**config.mk**
```make
export PLATFORM = sky130hd
export DESIGN_NAME = serial_cfg_bank
export DESIGN_NICKNAME = d
export VERILOG_FILES = /design/src/rtl/scfg_pkg.sv /design/src/rtl/scfg_sync.sv /design/src/rtl/scfg_shifter.sv /design/src/rtl/scfg_regbank.sv /design/src/rtl/serial_cfg_bank.sv
export SDC_FILE = /design/constraint.sdc
export NUM_CORES = 1
export LEC_CHECK = 0
export BUFFER_PORTS_ARGS = -buffer_cell sky130_fd_sc_hd__buf_2
export CORE_ASPECT_RATIO = 0.75
export CORE_MARGIN = 2
export CORE_UTILIZATION = 41
export CTS_CLUSTER_SIZE = 40
export DETAILED_ROUTE_END_ITERATION = 10
export GPL_TIMING_DRIVEN = 0
export PLACE_DENSITY_LB_ADDON = 0.2
export RECOVER_POWER = 25
export SYNTH_ARGS = -nofsm -noshare
export SYNTH_HDL_FRONTEND = slang
export SYNTH_SLANG_ARGS = --single-unit
```
**constraint.sdc**
```tcl
create_clock -name clk -period 1.89 [get_ports clk]
set_input_delay 0.0945 -clock clk [delete_from_list [all_inputs] [get_ports clk]]
set_output_delay 0.0945 -clock clk [all_outputs]
set_load 0.02 [all_outputs]
```
**src/rtl/scfg_pkg.sv**
```systemverilog
package scfg_pkg;
    localparam int WORD_W  = 32;
    localparam int ADDR_W  = 4;
    localparam int NCH     = 8;
    localparam int MODE_W  = 2;
    localparam int DIV_W   = 8;
    localparam int DLY_W   = 4;
    localparam int CNT_W   = $clog2(WORD_W + 1);

    localparam logic [ADDR_W-1:0] VB_ADDR  = 4'd9;
    localparam logic [ADDR_W-1:0] GLB_ADDR = 4'd14;

    localparam int MODE_LSB = 17;
    localparam int EN_BIT   = 16;
    localparam int DIV_LSB  = 8;
    localparam int DLY_LSB  = 4;
    localparam int SRST_BIT = 31;
    localparam int INSEL_BIT = 28;
    localparam int GEN_BIT   = 27;
    localparam int PD_BIT    = 26;
    localparam int VB_BIT    = 16;

    typedef struct packed {
        logic [MODE_W-1:0] mode;
        logic              en;
        logic [DIV_W-1:0]  div;
        logic [DLY_W-1:0]  dly;
    } chan_cfg_t;

    typedef struct packed {
        logic insel;
        logic gen;
        logic pd;
    } glob_cfg_t;

    localparam chan_cfg_t CHAN_DEFAULT = '{mode: '0, en: 1'b0, div: DIV_W'(1), dly: '0};
    localparam glob_cfg_t GLOB_DEFAULT = '{insel: 1'b0, gen: 1'b1, pd: 1'b0};

    typedef enum logic [0:0] {
        S_SHIFT = 1'b0,
        S_HELD  = 1'b1
    } asm_state_t;
endpackage

```
**src/rtl/scfg_sync.sv**
```systemverilog
module scfg_sync #(
    parameter int WIDTH  = 3,
    parameter int STAGES = 2
) (
    input  logic             clk,
    input  logic             rst_n,
    input  logic [WIDTH-1:0] async_in,
    output logic [WIDTH-1:0] level,
    output logic [WIDTH-1:0] rise,
    output logic [WIDTH-1:0] fall
);
    logic [WIDTH-1:0] chain [STAGES];
    logic [WIDTH-1:0] prev;

    always_ff @(posedge clk or negedge rst_n) begin
        if (!rst_n) begin
            for (int i = 0; i < STAGES; i++) chain[i] <= '0;
            prev <= '0;
        end else begin
            chain[0] <= async_in;
            for (int i = 1; i < STAGES; i++) chain[i] <= chain[i-1];
            prev <= chain[STAGES-1];
        end
    end

    assign level = chain[STAGES-1];
    assign rise  = chain[STAGES-1] & ~prev;
    assign fall  = ~chain[STAGES-1] & prev;
endmodule

```
**src/rtl/scfg_shifter.sv**
```systemverilog
module scfg_shifter
    import scfg_pkg::*;
(
    input  logic              clk,
    input  logic              rst_n,
    input  logic              sclk_rise,
    input  logic              sdata,
    input  logic              le_rise,
    input  logic              le_fall,
    output logic [WORD_W-1:0] word,
    output logic              wr_stb,
    output logic              frame_err
);
    asm_state_t        state, state_nx;
    logic [CNT_W-1:0]  cnt;
    logic              err_set;

    // State register
    always_ff @(posedge clk or negedge rst_n) begin
        if (!rst_n) state <= S_SHIFT;
        else        state <= state_nx;
    end

    // Next state and strobes
    always_comb begin
        state_nx = state;
        wr_stb   = 1'b0;
        err_set  = 1'b0;
        unique case (state)
            S_SHIFT: if (le_rise) begin
                state_nx = S_HELD;
                if (cnt == CNT_W'(WORD_W)) wr_stb  = 1'b1;   // ACCEPT
                else                       err_set = 1'b1;   // REJECT
            end
            S_HELD: if (le_fall) state_nx = S_SHIFT;         // REARM
            default: state_nx = S_SHIFT;
        endcase
    end

    always_ff @(posedge clk or negedge rst_n) begin
        if (!rst_n) begin
            word      <= '0;
            cnt       <= '0;
            frame_err <= 1'b0;
        end else begin
            if (state == S_SHIFT && sclk_rise) begin
                word <= {word[WORD_W-2:0], sdata};
                if (cnt != CNT_W'(WORD_W)) cnt <= cnt + 1'b1;
            end
            if (state == S_HELD && le_fall) cnt <= '0;
            if (err_set) frame_err <= 1'b1;
        end
    end

    // a sampled bit lands in the word LSB on the next cycle
    assert_msb_first_shift_R1: assert property (@(posedge clk) disable iff (!rst_n)
        (state == S_SHIFT && sclk_rise) |=> (word[0] == $past(sdata)));
    // every latch edge in SHIFT either commits or flags
    assert_latch_resolves_R2: assert property (@(posedge clk) disable iff (!rst_n)
        (state == S_SHIFT && le_rise) |=> (state == S_HELD));
    // error flag is sticky
    assert_err_sticky_R9: assert property (@(posedge clk) disable iff (!rst_n)
        frame_err |=> frame_err);
endmodule

```
**src/rtl/scfg_regbank.sv**
```systemverilog
module scfg_regbank
    import scfg_pkg::*;
(
    input  logic                    clk,
    input  logic                    rst_n,
    input  logic                    wr_stb,
    input  logic [WORD_W-1:0]       word,
    output logic [NCH*MODE_W-1:0]   ch_mode,
    output logic [NCH-1:0]          ch_en,
    output logic [NCH*DIV_W-1:0]    ch_div,
    output logic [NCH*DLY_W-1:0]    ch_dly,
    output logic                    in_sel,
    output logic                    glob_en,
    output logic                    pwr_down,
    output logic                    vboost
);
    chan_cfg_t [NCH-1:0] ch_q;
    glob_cfg_t           glb_q;
    logic                vb_q;

    logic [ADDR_W-1:0] addr;
    logic              is_chan, soft_rst, known_addr;
    chan_cfg_t         new_ch;

    assign addr     = word[ADDR_W-1:0];
    assign is_chan  = (32'(addr) < NCH);
    assign soft_rst = wr_stb && (addr == '0) && word[SRST_BIT];
    assign known_addr = is_chan || (addr == VB_ADDR) || (addr == GLB_ADDR);
    assign new_ch   = '{mode: word[MODE_LSB +: MODE_W], en: word[EN_BIT],
                        div: word[DIV_LSB +: DIV_W], dly: word[DLY_LSB +: DLY_W]};

    always_ff @(posedge clk or negedge rst_n) begin
        if (!rst_n) begin
            ch_q  <= {NCH{CHAN_DEFAULT}};
            glb_q <= GLOB_DEFAULT;
            vb_q  <= 1'b0;
        end else if (soft_rst) begin
            ch_q  <= {NCH{CHAN_DEFAULT}};
            glb_q <= GLOB_DEFAULT;
            vb_q  <= 1'b0;
        end else if (wr_stb) begin
            if (is_chan) ch_q[addr[$clog2(NCH)-1:0]] <= new_ch;
            else if (addr == VB_ADDR) vb_q <= word[VB_BIT];
            else if (addr == GLB_ADDR)
                glb_q <= '{insel: word[INSEL_BIT], gen: word[GEN_BIT], pd: word[PD_BIT]};
        end
    end

    for (genvar g = 0; g < NCH; g++) begin : g_flat
        assign ch_mode[g*MODE_W +: MODE_W] = ch_q[g].mode;
        assign ch_en[g]                    = ch_q[g].en;
        assign ch_div[g*DIV_W +: DIV_W]    = ch_q[g].div;
        assign ch_dly[g*DLY_W +: DLY_W]    = ch_q[g].dly;
    end

    assign in_sel   = glb_q.insel;
    assign glob_en  = glb_q.gen;
    assign pwr_down = glb_q.pd;
    assign vboost   = vb_q;

    // soft reset leaves every channel disabled and global enable on
    assert_soft_reset_R7: assert property (@(posedge clk) disable iff (!rst_n)
        soft_rst |=> (ch_en == '0 && glob_en && !pwr_down && !vboost));
    // unused addresses leave every register as it was
    assert_unused_addr_R8: assert property (@(posedge clk) disable iff (!rst_n)
        (wr_stb && !known_addr) |=> ($stable(ch_q) && $stable(glb_q) && $stable(vb_q)));
endmodule

```
**src/rtl/serial_cfg_bank.sv**
```systemverilog
module serial_cfg_bank
    import scfg_pkg::*;
(
    input  logic                   clk,
    input  logic                   rst_n,
    input  logic                   ser_clk,
    input  logic                   ser_data,
    input  logic                   ser_latch,
    output logic [NCH*MODE_W-1:0]  ch_mode,
    output logic [NCH-1:0]         ch_en,
    output logic [NCH*DIV_W-1:0]   ch_div,
    output logic [NCH*DLY_W-1:0]   ch_dly,
    output logic                   in_sel,
    output logic                   glob_en,
    output logic                   pwr_down,
    output logic                   vboost,
    output logic                   frame_err
);
    logic [2:0] lvl, rise, fall;
    logic [WORD_W-1:0] word;
    logic wr_stb;

    scfg_sync #(.WIDTH(3), .STAGES(2)) u_sync (
        .clk(clk), .rst_n(rst_n),
        .async_in({ser_latch, ser_data, ser_clk}),
        .level(lvl), .rise(rise), .fall(fall)
    );

    scfg_shifter u_shift (
        .clk(clk), .rst_n(rst_n),
        .sclk_rise(rise[0]), .sdata(lvl[1]),
        .le_rise(rise[2]), .le_fall(fall[2]),
        .word(word), .wr_stb(wr_stb), .frame_err(frame_err)
    );

    scfg_regbank u_bank (
        .clk(clk), .rst_n(rst_n), .wr_stb(wr_stb), .word(word),
        .ch_mode(ch_mode), .ch_en(ch_en), .ch_div(ch_div), .ch_dly(ch_dly),
        .in_sel(in_sel), .glob_en(glob_en), .pwr_down(pwr_down), .vboost(vboost)
    );
endmodule

```
==> Word-level counts from Yosys, hierarchy flattened <==
Index checks and enable logic that the tools add are counted.
{ "classes": {"add_sub_neg": 1, "order_cmp": 3, "n_eq_ne": 6, "muxes": 27, "bitwise_logic": 5, "n_reduce_logical": 16} }
{ "op_table": {"columns": ["operator", "n"], "rows": [
  ["$mux 120", 3],
  ["$bwmux 120", 1],
  ["$demux 15 s3", 1],
  ["$mux 6", 3],
  ["$mux 15", 1],
  ["$mux 3", 5],
  ["$mux 1", 12],
  ["$reduce_bool 2->1", 6],
  ["$eq 4x4->1 const B", 2],
  ["$add 6x1->6 const B", 1],
  ["$and 3x3->3", 2],
  ["$eq 6x6->1 const B", 1],
  ["$ne 6x6->1 const B", 1],
  ["$not 3->3", 2],
  ["$logic_and 1x1->1", 5],
  ["$logic_not 4->1", 1],
  ["$lt 3x4->1 const B", 1],
  ["$lt 4x4->1 const B", 1],
  ["$reduce_and 2->1", 2],
  ["$reduce_and 4->1", 1],
  ["$ge 3x1->1 const B", 1],
  ["$reduce_and 3->1", 1],
  ["$ne 2x1->1 const B", 1],
  ["$ne 2x2->1 const B", 1],
  ["2 further kinds", 2]
]} }
{ "totals": {"regBits": 173, "inputBits": 5} }

==> Depth between registers and ports, before layout <==
Gate-level depths: netlist of the first run.
{ "logic_depth": {"depth_word": 8, "depth_mapped": 9, "mapped_depth_nobuf": 6} }

==> Hierarchy <==
From an unflattened synthesis of the first run, not the netlist that was laid out.
{ "hier_totals": {"cells_unflattened": 524, "area_unflattened_um2": 6964.2} }
{ "by_module_without_submodules": {"columns": ["module", "n_inst", "cells_per_inst", "area_per_inst_um2"], "rows": [
  ["scfg_regbank", 1, 399, 5024.8],
  ["scfg_shifter", 1, 107, 1639.1],
  ["scfg_sync", 1, 18, 300.3]
]} }

==> Worst setup path after synthesis of the first run <==
No wires, ideal clock.
{ "synth_timing": {"path_kind": "register -> register", "from": "register u_shift.cnt[0]", "to": "register u_bank.vb_q (netlist: u_bank.vboost)", "setup_time_ps": 125, "t_arrival_ps": 1702, "required_ps": 1765, "setup_slack_ps": 63, "stages_incl_launch_ff": 8, "n_path_buf": 1, "synth_period_minus_slack_ps": 1827, "path_cell_list": "dfrtp_1 > inv_1 > ha_1 > nor4b_4 > buf_6 > nand2_1 > nor4_1 > mux2_2"} }
{ "synth_between": {"elab_chain_cells": 8, "word_cells_on_any_way": 11} }
{ "synth_lines": {"columns": ["item", "line_no", "source"], "rows": [
  ["start, declared", "scfg_shifter.sv:15", "logic [CNT_W-1:0] cnt;"],
  ["start signal, assigned", "scfg_shifter.sv:48", "if (cnt != CNT_W'(WORD_W)) cnt <= cnt + 1'b1;"],
  ["$eq 6x6->1 *", "scfg_shifter.sv:32", "if (cnt == CNT_W'(WORD_W)) wr_stb = 1'b1;"],
  ["$mux 1 *", "scfg_shifter.sv:32", null],
  ["$mux 1 *", "scfg_shifter.sv:30", "S_SHIFT: if (le_rise) begin"],
  ["$mux 1 *", "scfg_shifter.sv:29", "unique case (state)"],
  ["$logic_and 1x1->1 (2 in series)", "scfg_regbank.sv:27", "assign soft_rst = wr_stb && (addr == '0) && word[SRST_BIT];"],
  ["$ne 2x2->1 (no source line) / $reduce_bool 2->1 (equally long branches)", null, null],
  ["$reduce_and 3->1 (no source line)", null, null],
  ["end signal, assigned", "scfg_regbank.sv:43", "else if (addr == VB_ADDR) vb_q <= word[VB_BIT];"],
  ["end, declared", "scfg_regbank.sv:19", "logic vb_q;"]
]} }
Mark *: on every way between the ends. The rest lies on a longest branch, timed or not.
A chain may end at the register's enable or synchronous reset.

==> Worst setup path in the final report of the first run <==
{ "layout_timing": {"from": "register u_shift.cnt[1]", "to": "register u_bank.ch_q, in the netlist u_bank.ch_div[25]"} }
{ "layout_between": {"elab_chain_cells": 8, "word_cells_on_any_way": 10} }
{ "layout_lines": {"columns": ["item", "line_no", "source"], "rows": [
  ["$eq 6x6->1 *", "scfg_shifter.sv:32", null],
  ["$mux 1 *", "scfg_shifter.sv:32", null],
  ["$mux 1 *", "scfg_shifter.sv:30", null],
  ["$mux 1 *", "scfg_shifter.sv:29", null],
  ["$logic_and 1x1->1 (2 in series)", "scfg_regbank.sv:27", null],
  ["$reduce_bool 2->1 (no source line)", null, null],
  ["$reduce_and 2->1 (no source line)", null, null],
  ["end signal, assigned", "scfg_regbank.sv:34", "ch_q <= {NCH{CHAN_DEFAULT}};"],
  ["end signal, assigned", "scfg_regbank.sv:38", "ch_q <= {NCH{CHAN_DEFAULT}};"],
  ["end signal, assigned by index", "scfg_regbank.sv:42", "if (is_chan) ch_q[addr[$clog2(NCH)-1:0]] <= new_ch;"],
  ["end, declared", "scfg_regbank.sv:17", "chan_cfg_t [NCH-1:0] ch_q;"]
]} }
Marked as above.

==> impl_metrics.py, run 1 <==
metrics = {
    "layout": {
        "area_growth_pct": 36.3,
        "drive_gt1_share_pct": 40.4,
        "nets": 848,
        "fin_cells": 1069,
        "num_antenna_cells": 0,
    },
    "synth": {
        "synthTopCellsByArea": "dfrtp_1 (57%), nand2_1 (7.7%), mux2i_1 (6.3%), mux2_2 (4.7%), a21oi_1 (4.3%)",
        "synth_nets": 661,
        "synth.distinct_cells": 39,
        "yosysSeqAreaShare_pct": 60.6,
        "synth-async-reset-ratio_pct": 100,
        "synth_top_cell_by_area": "dfrtp_1",
        "synthFlopType": "dfrtp_1",
        "synth_cells": 654,
        "synth.top_cell.area_share_pct": 57.3,
        "yosysMostFrequentCell": "dfrtp_1",
        "syn_area_um2": 7120,
        "ys_warn_count": 0,
        "postSynthAreaPerCell_um2": 10.9,
        "synth-edff-count": 0,
        "netlist_top_cells_count": "dfrtp_1 (163), nand2_1 (147), a21oi_1 (61)",
        "ys_ff_latch": 172,
    },
    "clocking": {
        "root_buffer": "clkbuf_16",
        "clk_latency_ns": 0.44,
        "cts_made_buffers": 17,
        "cts_buffer_depth": 2,
        "clk_pin_slew_ns": 0.07,
        "h-tree-depth": 4,
        "numClockSinks": 172,
        "cts_tree": "built",
    },
    "drt": {
        "routed_wl_mm": 19.7,
        "drt_iter0_markers": 359,
        "vias": 5495,
        "ant_nets": 0,
        "drcViolationCount": 0,
        "wl_per_cell_um": 18.4,
        "first_pass_iters": 5,
        "vias_per_cell": 5.14,
    },
    "setup_path": {
        "regToRegSetupSlack_ns": -0.05,
        "worst-setup-path-type": "flip-flop to flip-flop",
        "critPathCaptureType": "flip-flop",
        "reg2reg_depth": 10,
        "cp.required_ns": 2.22,
        "startpoint_type": "flip-flop",
        "worstPathArrival_ns": 2.27,
        "r2r_start": "u_shift.cnt[1]$_DFFE_PN0P_",
        "reg2reg_to": "u_bank.ch_div[25]$_DFFE_PN0P_",
        "critPathMaxFanout": 5,
    },
    "power_and_ir_drop": {
        "pwr-share-comb_pct": 14.2,
        "peakVddDrop_mv": 0.579,
        "power_frac_seq_pct": 44.5,
        "pwr-share-clk_pct": 41.4,
        "p_int_uw": 6380,
        "swShare_pct": 26.9,
        "p_switching_uw": 2340,
        "powerDensity_nw_per_um2": 899,
        "p_leak_uw": 0.00497,
    },
    "placement": {
        "dp_hpwl_mm": 12.7,
        "gp_congestion": 0.809,
        "port-buffer-count": 129,
        "placed_cells": 999,
    },
    "floorplan": {
        "core_um2": 16900,
        "row_count": 41,
        "die-height_um": 118,
        "die_area_um2": 18500,
        "ios": 130,
        "fp.dieW_um": 156,
        "start_util_pct": 42.1,
    },
    "timing": {
        "setup_tns_ns": -2.19,
        "fin_skew_ns": 0.0108,
        "rsz0062_at_grt": "true",
        "min_period_over_period_pct": 103,
        "max_clock_freq_ghz": 0.515,
        "fin_hold_ws_ns": 0.301,
        "period_needed_ns": 1.94,
        "fin_ws_ns": -0.0516,
        "drv_slew": 0,
        "finalHoldViolations": 0,
        "worstMarginPinSlew_ns": 1.25,
        "maxSlewHeadroom_pct": 16.8,
        "finalSetupViolations": 78,
    },
    "worst_hold_path": {
        "whs_path_depth": 2,
        "hold_path.class": "input port to flip-flop",
        "hp-start": "ser_latch",
        "hold_end": "u_sync.chain[5]$_DFF_PN0_",
    },
    "global_route": {
        "grt_max_degree": 123,
        "grt_first_pass_wirelength_mm": 30.1,
        "track_usage_pct": 21.6,
        "grt_antenna_before_repair": 0,
        "grt_pass1_vias": 5377,
        "grt-ovfl-total": 0,
    },
    "outcome": {
        "violations": "negative setup slack",
        "status": "finished with violations",
    },
    "run": {
        "drv_cap": 0,
    },
}
## layout make-up
class,instances,area [um^2]
Buffer,53,482
Clock inverter,12,163
Clock buffer,20,447
Timing Repair Buffer,171,1130
Sequential cell,172,4320
Tap cell,215,269
Inverter,8,30.0
Fill cell,1420,7220
Multi-Input combinational cell,418,2870
## worst max path at each step
stage / startpoint / slack (ns) / depth (start not counted) / end
finish: u_shift.cnt[1]$_DFFE_PN0P_ / -0.05 / 10 / u_bank.ch_div[25]$_DFFE_PN0P_
global route: u_shift.cnt[1]$_DFFE_PN0P_ / -0.13 / 10 / u_bank.ch_div[36]$_DFFE_PN0P_
CTS: u_shift.cnt[1]$_DFFE_PN0P_ / -0.07 / 10 / u_bank.ch_mode[7]$_DFFE_PN0P_
detailed placement: u_shift.cnt[0]$_DFFE_PN0P_ / -0.27 / 8 / u_bank.ch_dly[18]$_DFFE_PN0P_
global placement: rst_n / -1.83 / 1 / u_bank.ch_dly[21]$_DFFE_PN0P_
floorplan: u_shift.cnt[0]$_DFFE_PN0P_ / 0.06 / 7 / u_bank.vboost$_DFFE_PN0P_
## per-stage QoR
stage | instance area (um^2) | utilization, % | setup WS [ns] | power [uW]
after global placement | 8040 | 47.5 | -1.83 | 4900
after floorplan | 7120 | - | 0.0635 | 4560
after CTS | 9220 | 54.5 | -0.0713 | 8700
after global routing | 9710 | 57.4 | -0.130 | 9070
after detailed placement | 8080 | 47.7 | -0.265 | 4930
final | 9710 | 57.4 | -0.0516 | 8730
## sequential cells by signal, indices dropped and copies added, names as in the netlist
signal and cells:
u_bank.ch_div 64, u_sync.chain 3, u_shift.state 1, u_bank.glob_en 1, u_sync.prev 2, u_shift.frame_err 1, u_bank.pwr_down 1, u_bank.ch_dly 32
u_shift.cnt 6, u_bank.ch_en 8, u_shift.word 32, u_bank.ch_mode 16, u_bank.vboost 1, u_bank.in_sel 1, u_sync.level 3
## cell families (layout without fill, tap and decap cells)
family / Yosys count / count (layout) / synth area share, %
buf+inv: 64 / 264 / 4.83
simple gates: 249 / 249 / 16.3
compound gates: 90 / 90 / 6.66
xor+xnor: 2 / 2 / 0.246
fa+ha+maj: 2 / 2 / 0.351
mux: 75 / 75 / 11.1
flops: 172 / 172 / 60.6
## layout by cell type, fill, tap and decap left out, types with 4 or more instances in the layout
cell           netlist  routed
dfrtp_1            163     163
nand2_1            147     128
buf_2               27     115
mux2i_1             45      37
nor2_1              49      36
clkbuf_1            14      36
a21oi_1             61      35
mux2_2              30      29
a21oi_2              0      26
buf_4                2      23
clkbuf_16            0      22
nand2_2              0      16
buf_6                8      14
nand2b_1            13      13
buf_8                0      12
o21ai_2              0       9
dfstp_2              9       9
buf_12               0       8
nor2_2               1       8
nand4_1              7       7
and4_1               6       6
mux2i_4              0       6
nor2_4               0       6
o21ai_1              0       6
inv_1                8       6
o21ai_0             20       5
nand3_1              4       4
clkinv_4             0       4
dlygate4sd3_1        0       4
## layer usage
| layer | track usage, % | vias up | wire length, um |
|---|---|---|---|
| met4 | 6.14 | 0 | 228 |
| met2 | 33.0 | 183 | 9020 |
| met5 | 0 | - | 0 |
| met3 | 5.32 | 18 | 1310 |
| li1 | - | 2562 | - |
| met1 | 30.6 | 2732 | 9150 |
## what timing repair did
| item | 4_1_cts | 5_1_grt |
|---|---|---|
| pin swaps | 8 | 19 |
| setup buffers | 23 | 4 |
| hold endpoints to repair | 53 | 0 |
| resized for setup | 67 | 138 |
| gates cloned | 7 | 3 |
| setup endpoints to repair | 132 | 131 |
| hold buffers | 4 | 0 |
## power by group through the flow
stage | Sequential, uW | Clock (uW) | Combinational, uW
2_1_floorplan | 3930 | 0 | 625
3_3_place_gp | 3940 | 0 | 955
3_5_place_dp | 3950 | 0 | 986
4_1_cts | 3870 | 3670 | 1160
5_1_grt | 3900 | 3840 | 1330
6_report | 3880 | 3610 | 1240
## worst max-delay path, cell delays in order (launching register included)
cell	delay (ns)
dfrtp_1	0.40
inv_2	0.09
ha_4	0.14
nor4b_4	0.23
buf_4	0.17
and2_4	0.13
and4_1	0.18
buf_6	0.15
buf_12	0.15
clkbuf_16	0.15
nor2_1	0.04
Note: power is estimated with default switching activity, not from simulation.
==> run 2: changes to the inputs <==
--- a/config.mk
+++ b/config.mk
@@ -14,6 +14,7 @@
 export GPL_TIMING_DRIVEN = 0
 export PLACE_DENSITY_LB_ADDON = 0.2
 export RECOVER_POWER = 25
+export REMOVE_ABC_BUFFERS = 1
 export SYNTH_ARGS = -nofsm -noshare
 export SYNTH_HDL_FRONTEND = slang
 export SYNTH_SLANG_ARGS = --single-unit
==> impl_metrics.py, run 2 (synthesized netlist as in run 1, its figures left out) <==
metrics = {
    "global_route": {
        "grt_pass1_vias": 5737,
        "track_usage_pct": 23.5,
        "grt_antenna_before_repair": 0,
        "grt_first_pass_wirelength_mm": 32.7,
        "grt-ovfl-total": 0,
        "grt_max_degree": 97,
    },
    "floorplan": {
        "row_count": 41,
        "core_um2": 16900,
        "start_util_pct": 42.1,
        "ios": 130,
        "die_area_um2": 18500,
        "fp.dieW_um": 156,
        "die-height_um": 118,
    },
    "setup_path": {
        "worstPathArrival_ns": 2.30,
        "worst-setup-path-type": "flip-flop to flip-flop",
        "cp-startpoint": "u_shift.word[0]$_DFFE_PN0P_",
        "critPathSlowestCell": "nor2_2",
        "worstPathCellList": "nor2_2 -> nand4_1 -> buf_6 -> o21ai_0",
        "path_delay_family": "simple AND/OR/NAND/NOR gates",
        "regToRegSetupSlack_ns": -0.08,
        "startpoint_type": "flip-flop",
        "critPathCaptureType": "flip-flop",
        "cp.required_ns": 2.22,
        "max_stage_delay_ns": 0.53,
        "critPathMaxFanout": 10,
        "worst-path-buf-inv": 1,
        "r2r_start": "u_shift.word[0]$_DFFE_PN0P_",
    },
    "layout": {
        "layout_common_cells": "dfrtp_1 (162), buf_2 (124), nand2_1 (116), a21oi_2 (43)",
        "fin_cells": 1037,
        "final_cell_area_um2": 9850,
        "nets": 816,
        "largest_register_ffs": 64,
        "num_antenna_cells": 0,
        "n_fill_cell": 1386,
        "area_growth_pct": 38.3,
        "drive_gt1_share_pct": 47.8,
        "final_common_cell": "dfrtp_1",
    },
    "clocking": {
        "cts_buffer_depth": 2,
        "cts_made_buffers": 17,
        "cts_tree": "built",
        "clk_pin_slew_ns": 0.07,
        "clk_latency_ns": 0.43,
        "root_buffer": "clkbuf_16",
        "numClockSinks": 172,
        "h-tree-depth": 4,
    },
    "placement": {
        "port-buffer-count": 129,
        "dp_hpwl_mm": 11.6,
        "dpl_cell_area_um2": 7820,
        "gp_congestion": 0.799,
        "placed_cells": 946,
    },
    "drt": {
        "wl_per_cell_um": 22.2,
        "vias": 5779,
        "vias_per_cell": 5.57,
        "first_pass_iters": 7,
        "drt_iter0_markers": 410,
        "drcViolationCount": 0,
        "routed_wl_mm": 23.1,
        "ant_nets": 0,
    },
    "outcome": {
        "status": "finished with violations",
        "violations": "negative setup slack",
    },
    "worst_hold_path": {
        "hp-start": "ser_latch",
        "hold_path.class": "input port to flip-flop",
    },
    "timing": {
        "drv_slew": 0,
        "min_period_over_period_pct": 104,
        "worstMarginPinSlew_ns": 1.08,
        "finalHoldViolations": 0,
        "period_needed_ns": 1.97,
        "finalSetupViolations": 69,
        "rsz0062_at_grt": "true",
        "fin_skew_ns": 0.00996,
        "max_clock_freq_ghz": 0.508,
        "fin_ws_ns": -0.0803,
        "maxSlewHeadroom_pct": 28.3,
    },
    "power_and_ir_drop": {
        "p_leak_uw": 0.00488,
        "powerDensity_nw_per_um2": 887,
        "power_uw": 8740,
        "peakVddDrop_mv": 0.689,
    },
    "run": {
        "drv_cap": 0,
    },
}
==> run 2: cell type report <==
| type | instances | area [um^2] | area share [%] |
|---|---|---|---|
| clock inverters | 10 | 116 | 1.18 |
| clock buffers | 22 | 464 | 4.71 |
| repair buffers | 185 | 1440 | 14.6 |
| multi-input cells | 425 | 3220 | 32.7 |
| flip-flops and latches | 172 | 4320 | 43.8 |
| well taps | 215 | 269 | 2.73 |
| inverters | 8 | 30.0 | 0.305 |
==> run 2: metrics by stage <==
stage	hold slack [ns]	worst slack, ns	utilization, %	TNS (ns)
floorplan	-0.201	-1.59	-	-197.06
finish	0.301	-0.0803	58.2	-1.55
global placement	0.206	-2.78	45.6	-662.20
CTS	0.254	-0.0522	53.6	-0.541
detailed placement	0.117	-1.41	46.2	-110.09
global route	0.305	-0.112	58.2	-6.00
==> run 2: per-layer routing <==
| layer | vias to the layer above | GRT usage [%] | share of wire, % |
|---|---|---|---|
| li1 | 2509 | - | - |
| met1 | 2956 | 31.7 | 43 |
| met2 | 264 | 35.8 | 47 |
| met3 | 50 | 7.33 | 8.1 |
| met4 | 0 | 8.83 | 2.8 |
| met5 | - | 0 | 0 |
==> run 2: worst paths after layout <==
| kind | end | cells after the start |
|---|---|---|
| setup / recovery | u_bank.ch_div[5]$_DFFE_PN0P_ | 4 |
| hold / removal | u_sync.chain[5]$_DFF_PN0_ | 2 |
| setup reg to reg | u_bank.ch_div[5]$_DFFE_PN0P_ | 4 |
| hold reg to reg | u_sync.level[0]$_DFF_PN0_ | 0 |
| max in group asynchronous | u_bank.ch_div[32]$_DFFE_PN1P_ | 3 |
| min in group asynchronous | u_bank.ch_mode[3]$_DFFE_PN0P_ | 2 |
==> run 2: where the power goes <==
group | leakage, uW | total (uW) | internal [uW] | switching, uW
logic | 0.00229 | 980 | 455 | 525
clock network | 0.000268 | 3480 | 2010 | 1460
registers | 0.00233 | 4280 | 3810 | 474
==> run 2: repair_timing <==
action	CTS	global route
setup buffers	34	6
gates cloned	10	7
setup endpoints to repair	125	123
hold buffers	4	0
pin swaps	17	47
endpoints found under the hold margin	75	0
gates resized for setup	47	176
==> run 3: changes to the inputs <==
==> constraint.sdc (replaced) <==
create_clock -name clk -period 2.3 [get_ports clk]
set_input_delay 0.115 -clock clk [delete_from_list [all_inputs] [get_ports clk]]
set_output_delay 0.115 -clock clk [all_outputs]
set_load 0.02 [all_outputs]
==> impl_metrics.py, run 3 (synthesized netlist as in run 1, its figures left out) <==
metrics = {
    "clocking": {
        "clk_latency_ns": 0.43,
        "cts_tree": "built",
        "numClockSinks": 172,
        "root_buffer": "clkbuf_16",
        "cts_buffer_depth": 2,
        "cts_made_buffers": 17,
        "clk_pin_slew_ns": 0.06,
        "h-tree-depth": 4,
    },
    "worst_hold_path": {
        "hold_path.class": "input port to async pin",
    },
    "floorplan": {
        "core_um2": 16900,
        "row_count": 41,
        "die_area_um2": 18500,
        "fp.dieW_um": 156,
        "start_util_pct": 42.1,
        "ios": 130,
        "die-height_um": 118,
    },
    "layout": {
        "final_common_cell": "dfrtp_1",
        "drive_gt1_share_pct": 25.7,
        "largest_register_ffs": 64,
        "area_growth_pct": 20.7,
        "num_antenna_cells": 0,
        "nets": 781,
        "layout_common_cells": "dfrtp_1 (163), nand2_1 (147), buf_2 (96), a21oi_1 (61), nor2_1 (49)",
    },
    "timing": {
        "finalSetupViolations": 0,
        "drv_slew": 0,
        "max_clock_freq_ghz": 0.466,
        "worstMarginPinSlew_ns": 0.771,
        "min_period_over_period_pct": 93.4,
        "fin_ws_ns": 0.153,
        "rsz0062_at_grt": "false",
        "maxSlewHeadroom_pct": 48.4,
        "period_needed_ns": 2.15,
        "fin_skew_ns": 0.00962,
        "finalHoldViolations": 0,
    },
    "setup_path": {
        "startpoint_type": "flip-flop",
        "critPathMaxFanout": 60,
        "critPathCaptureType": "flip-flop",
        "worst-setup-path-type": "flip-flop to flip-flop",
        "worstPathArrival_ns": 2.45,
        "cp.required_ns": 2.60,
    },
    "drt": {
        "drt_iter0_markers": 316,
        "routed_wl_mm": 19.1,
        "ant_nets": 0,
        "drcViolationCount": 0,
        "wl_met1_mm": 8.74,
        "first_pass_iters": 5,
        "topRoutingLayerUsed": "met4",
        "vias_per_cell": 5.21,
        "vias": 5222,
        "wl_per_cell_um": 19.1,
        "dr_wl_met3_mm": 1.46,
        "route.met2.wl_mm": 8.54,
    },
    "placement": {
        "gp_congestion": 0.799,
        "port-buffer-count": 129,
        "dp_hpwl_mm": 11.6,
        "post-place-ws_ns": -0.997,
    },
    "global_route": {
        "grt_antenna_before_repair": 0,
        "track_usage_pct": 21.3,
        "grt_first_pass_wirelength_mm": 29.8,
        "grt_max_degree": 97,
        "grt_pass1_vias": 5375,
        "grt-ovfl-total": 0,
    },
    "power_and_ir_drop": {
        "pwr-share-comb_pct": 7.9,
        "swShare_pct": 26.5,
        "power_frac_seq_pct": 50.6,
        "power_uw": 6820,
        "p_leak_uw": 0.00456,
        "p_switching_uw": 1810,
        "peakVddDrop_mv": 0.553,
        "pwr-share-clk_pct": 41.4,
        "powerDensity_nw_per_um2": 792,
        "p_int_uw": 5010,
    },
    "outcome": {
        "status": "completed",
    },
    "run": {
        "drv_cap": 0,
    },
}
[run 3: changes by cell type in the layout (fill, tap and decap cells not counted), moves of 9 or more]
cell and change:
mux2i_4 -15, and4_4 -9, a21oi_1 +44, clkbuf_1 +28, nor2_1 +21, buf_2 -28
nor2_4 -16, nand2_1 +31, nand2_2 -30, mux2i_1 +17, a21oi_2 -43, o21ai_0 +11
[run 3: power groups by stage]
| stage | registers [uW] | logic, uW | clock network [uW] |
|---|---|---|---|
| floorplan | 3360 | 315 | 0 |
| global placement | 3490 | 412 | 0 |
| detailed placement | 3500 | 442 | 0 |
| CTS | 3450 | 525 | 2880 |
| global route | 3470 | 589 | 3000 |
| finish | 3450 | 539 | 2820 |
[run 3: path summary, 6_finish.rpt]
| kind | from | end | slack [ns] | cells after the start |
|---|---|---|---|---|
| worst max-delay path | u_shift.cnt[0]$_DFFE_PN0P_ | u_bank.ch_dly[9]$_DFFE_PN0P_ | 0.15 | 8 |
| worst min-delay path | rst_n | u_bank.ch_dly[4]$_DFFE_PN0P_ | 0.26 | 2 |
| worst max register to register | u_shift.cnt[0]$_DFFE_PN0P_ | u_bank.ch_dly[9]$_DFFE_PN0P_ | 0.15 | 8 |
| worst min register to register | u_sync.chain[3]$_DFF_PN0_ | u_sync.level[0]$_DFF_PN0_ | 0.35 | 0 |
| max in group asynchronous | rst_n | u_bank.ch_div[32]$_DFFE_PN1P_ | 1.15 | 3 |
| min in group clk | ser_latch | u_sync.chain[5]$_DFF_PN0_ | 0.33 | 2 |
[run 3: final cells by class]
cell class	count	area (um^2)
sequential	172	4320
fill	1549	8330
multi-input combinational	421	2510
clock buffer	22	464
clock inverter	10	116
timing repair buffer	154	898
tap	215	269
inverter	8	30.0
[run 3: critical path, cell delays in order, from the launching register on]
cell	delay, ns
dfrtp_1	0.44
inv_1	0.09
ha_1	0.18
nor4b_4	0.20
buf_4	0.22
and2_2	0.23
and4_4	0.27
buf_16	0.25
nor2_1	0.10
[run 3: repair_timing]
| item | 4_1_cts | 5_1_grt |
|---|---|---|
| pin swaps | 4 | 0 |
| endpoints found under the setup margin | 123 | 93 |
| cloned | 3 | 0 |
| resized for setup | 1 | 5 |
| hold buffers | 4 | 0 |
| buffers inserted | 11 | 6 |
| endpoints found under the hold margin | 75 | 0 |
[run 3: per-stage QoR]
stage / instance area (um^2) / utilization, % / std cells / hold WS (ns) / TNS (ns)
3_3_place_gp: 7720 / 45.6 / 942 / 0.226 / -532.79
6_report: 8600 / 50.8 / 1002 / 0.261 / 0
4_1_cts: 8550 / 50.5 / 996 / 0.274 / 0
5_1_grt: 8600 / 50.8 / 1002 / 0.322 / 0
2_1_floorplan: 6810 / - / 598 / -0.181 / -137.34
3_5_place_dp: 7820 / 46.2 / 946 / 0.138 / -59.25
[run 3: metal layers]
metal	global-route usage [%]	vias up
met5	0	-
met4	7.45	0
met3	7.04	34
met2	32.0	173
met1	28.9	2600
li1	-	2415
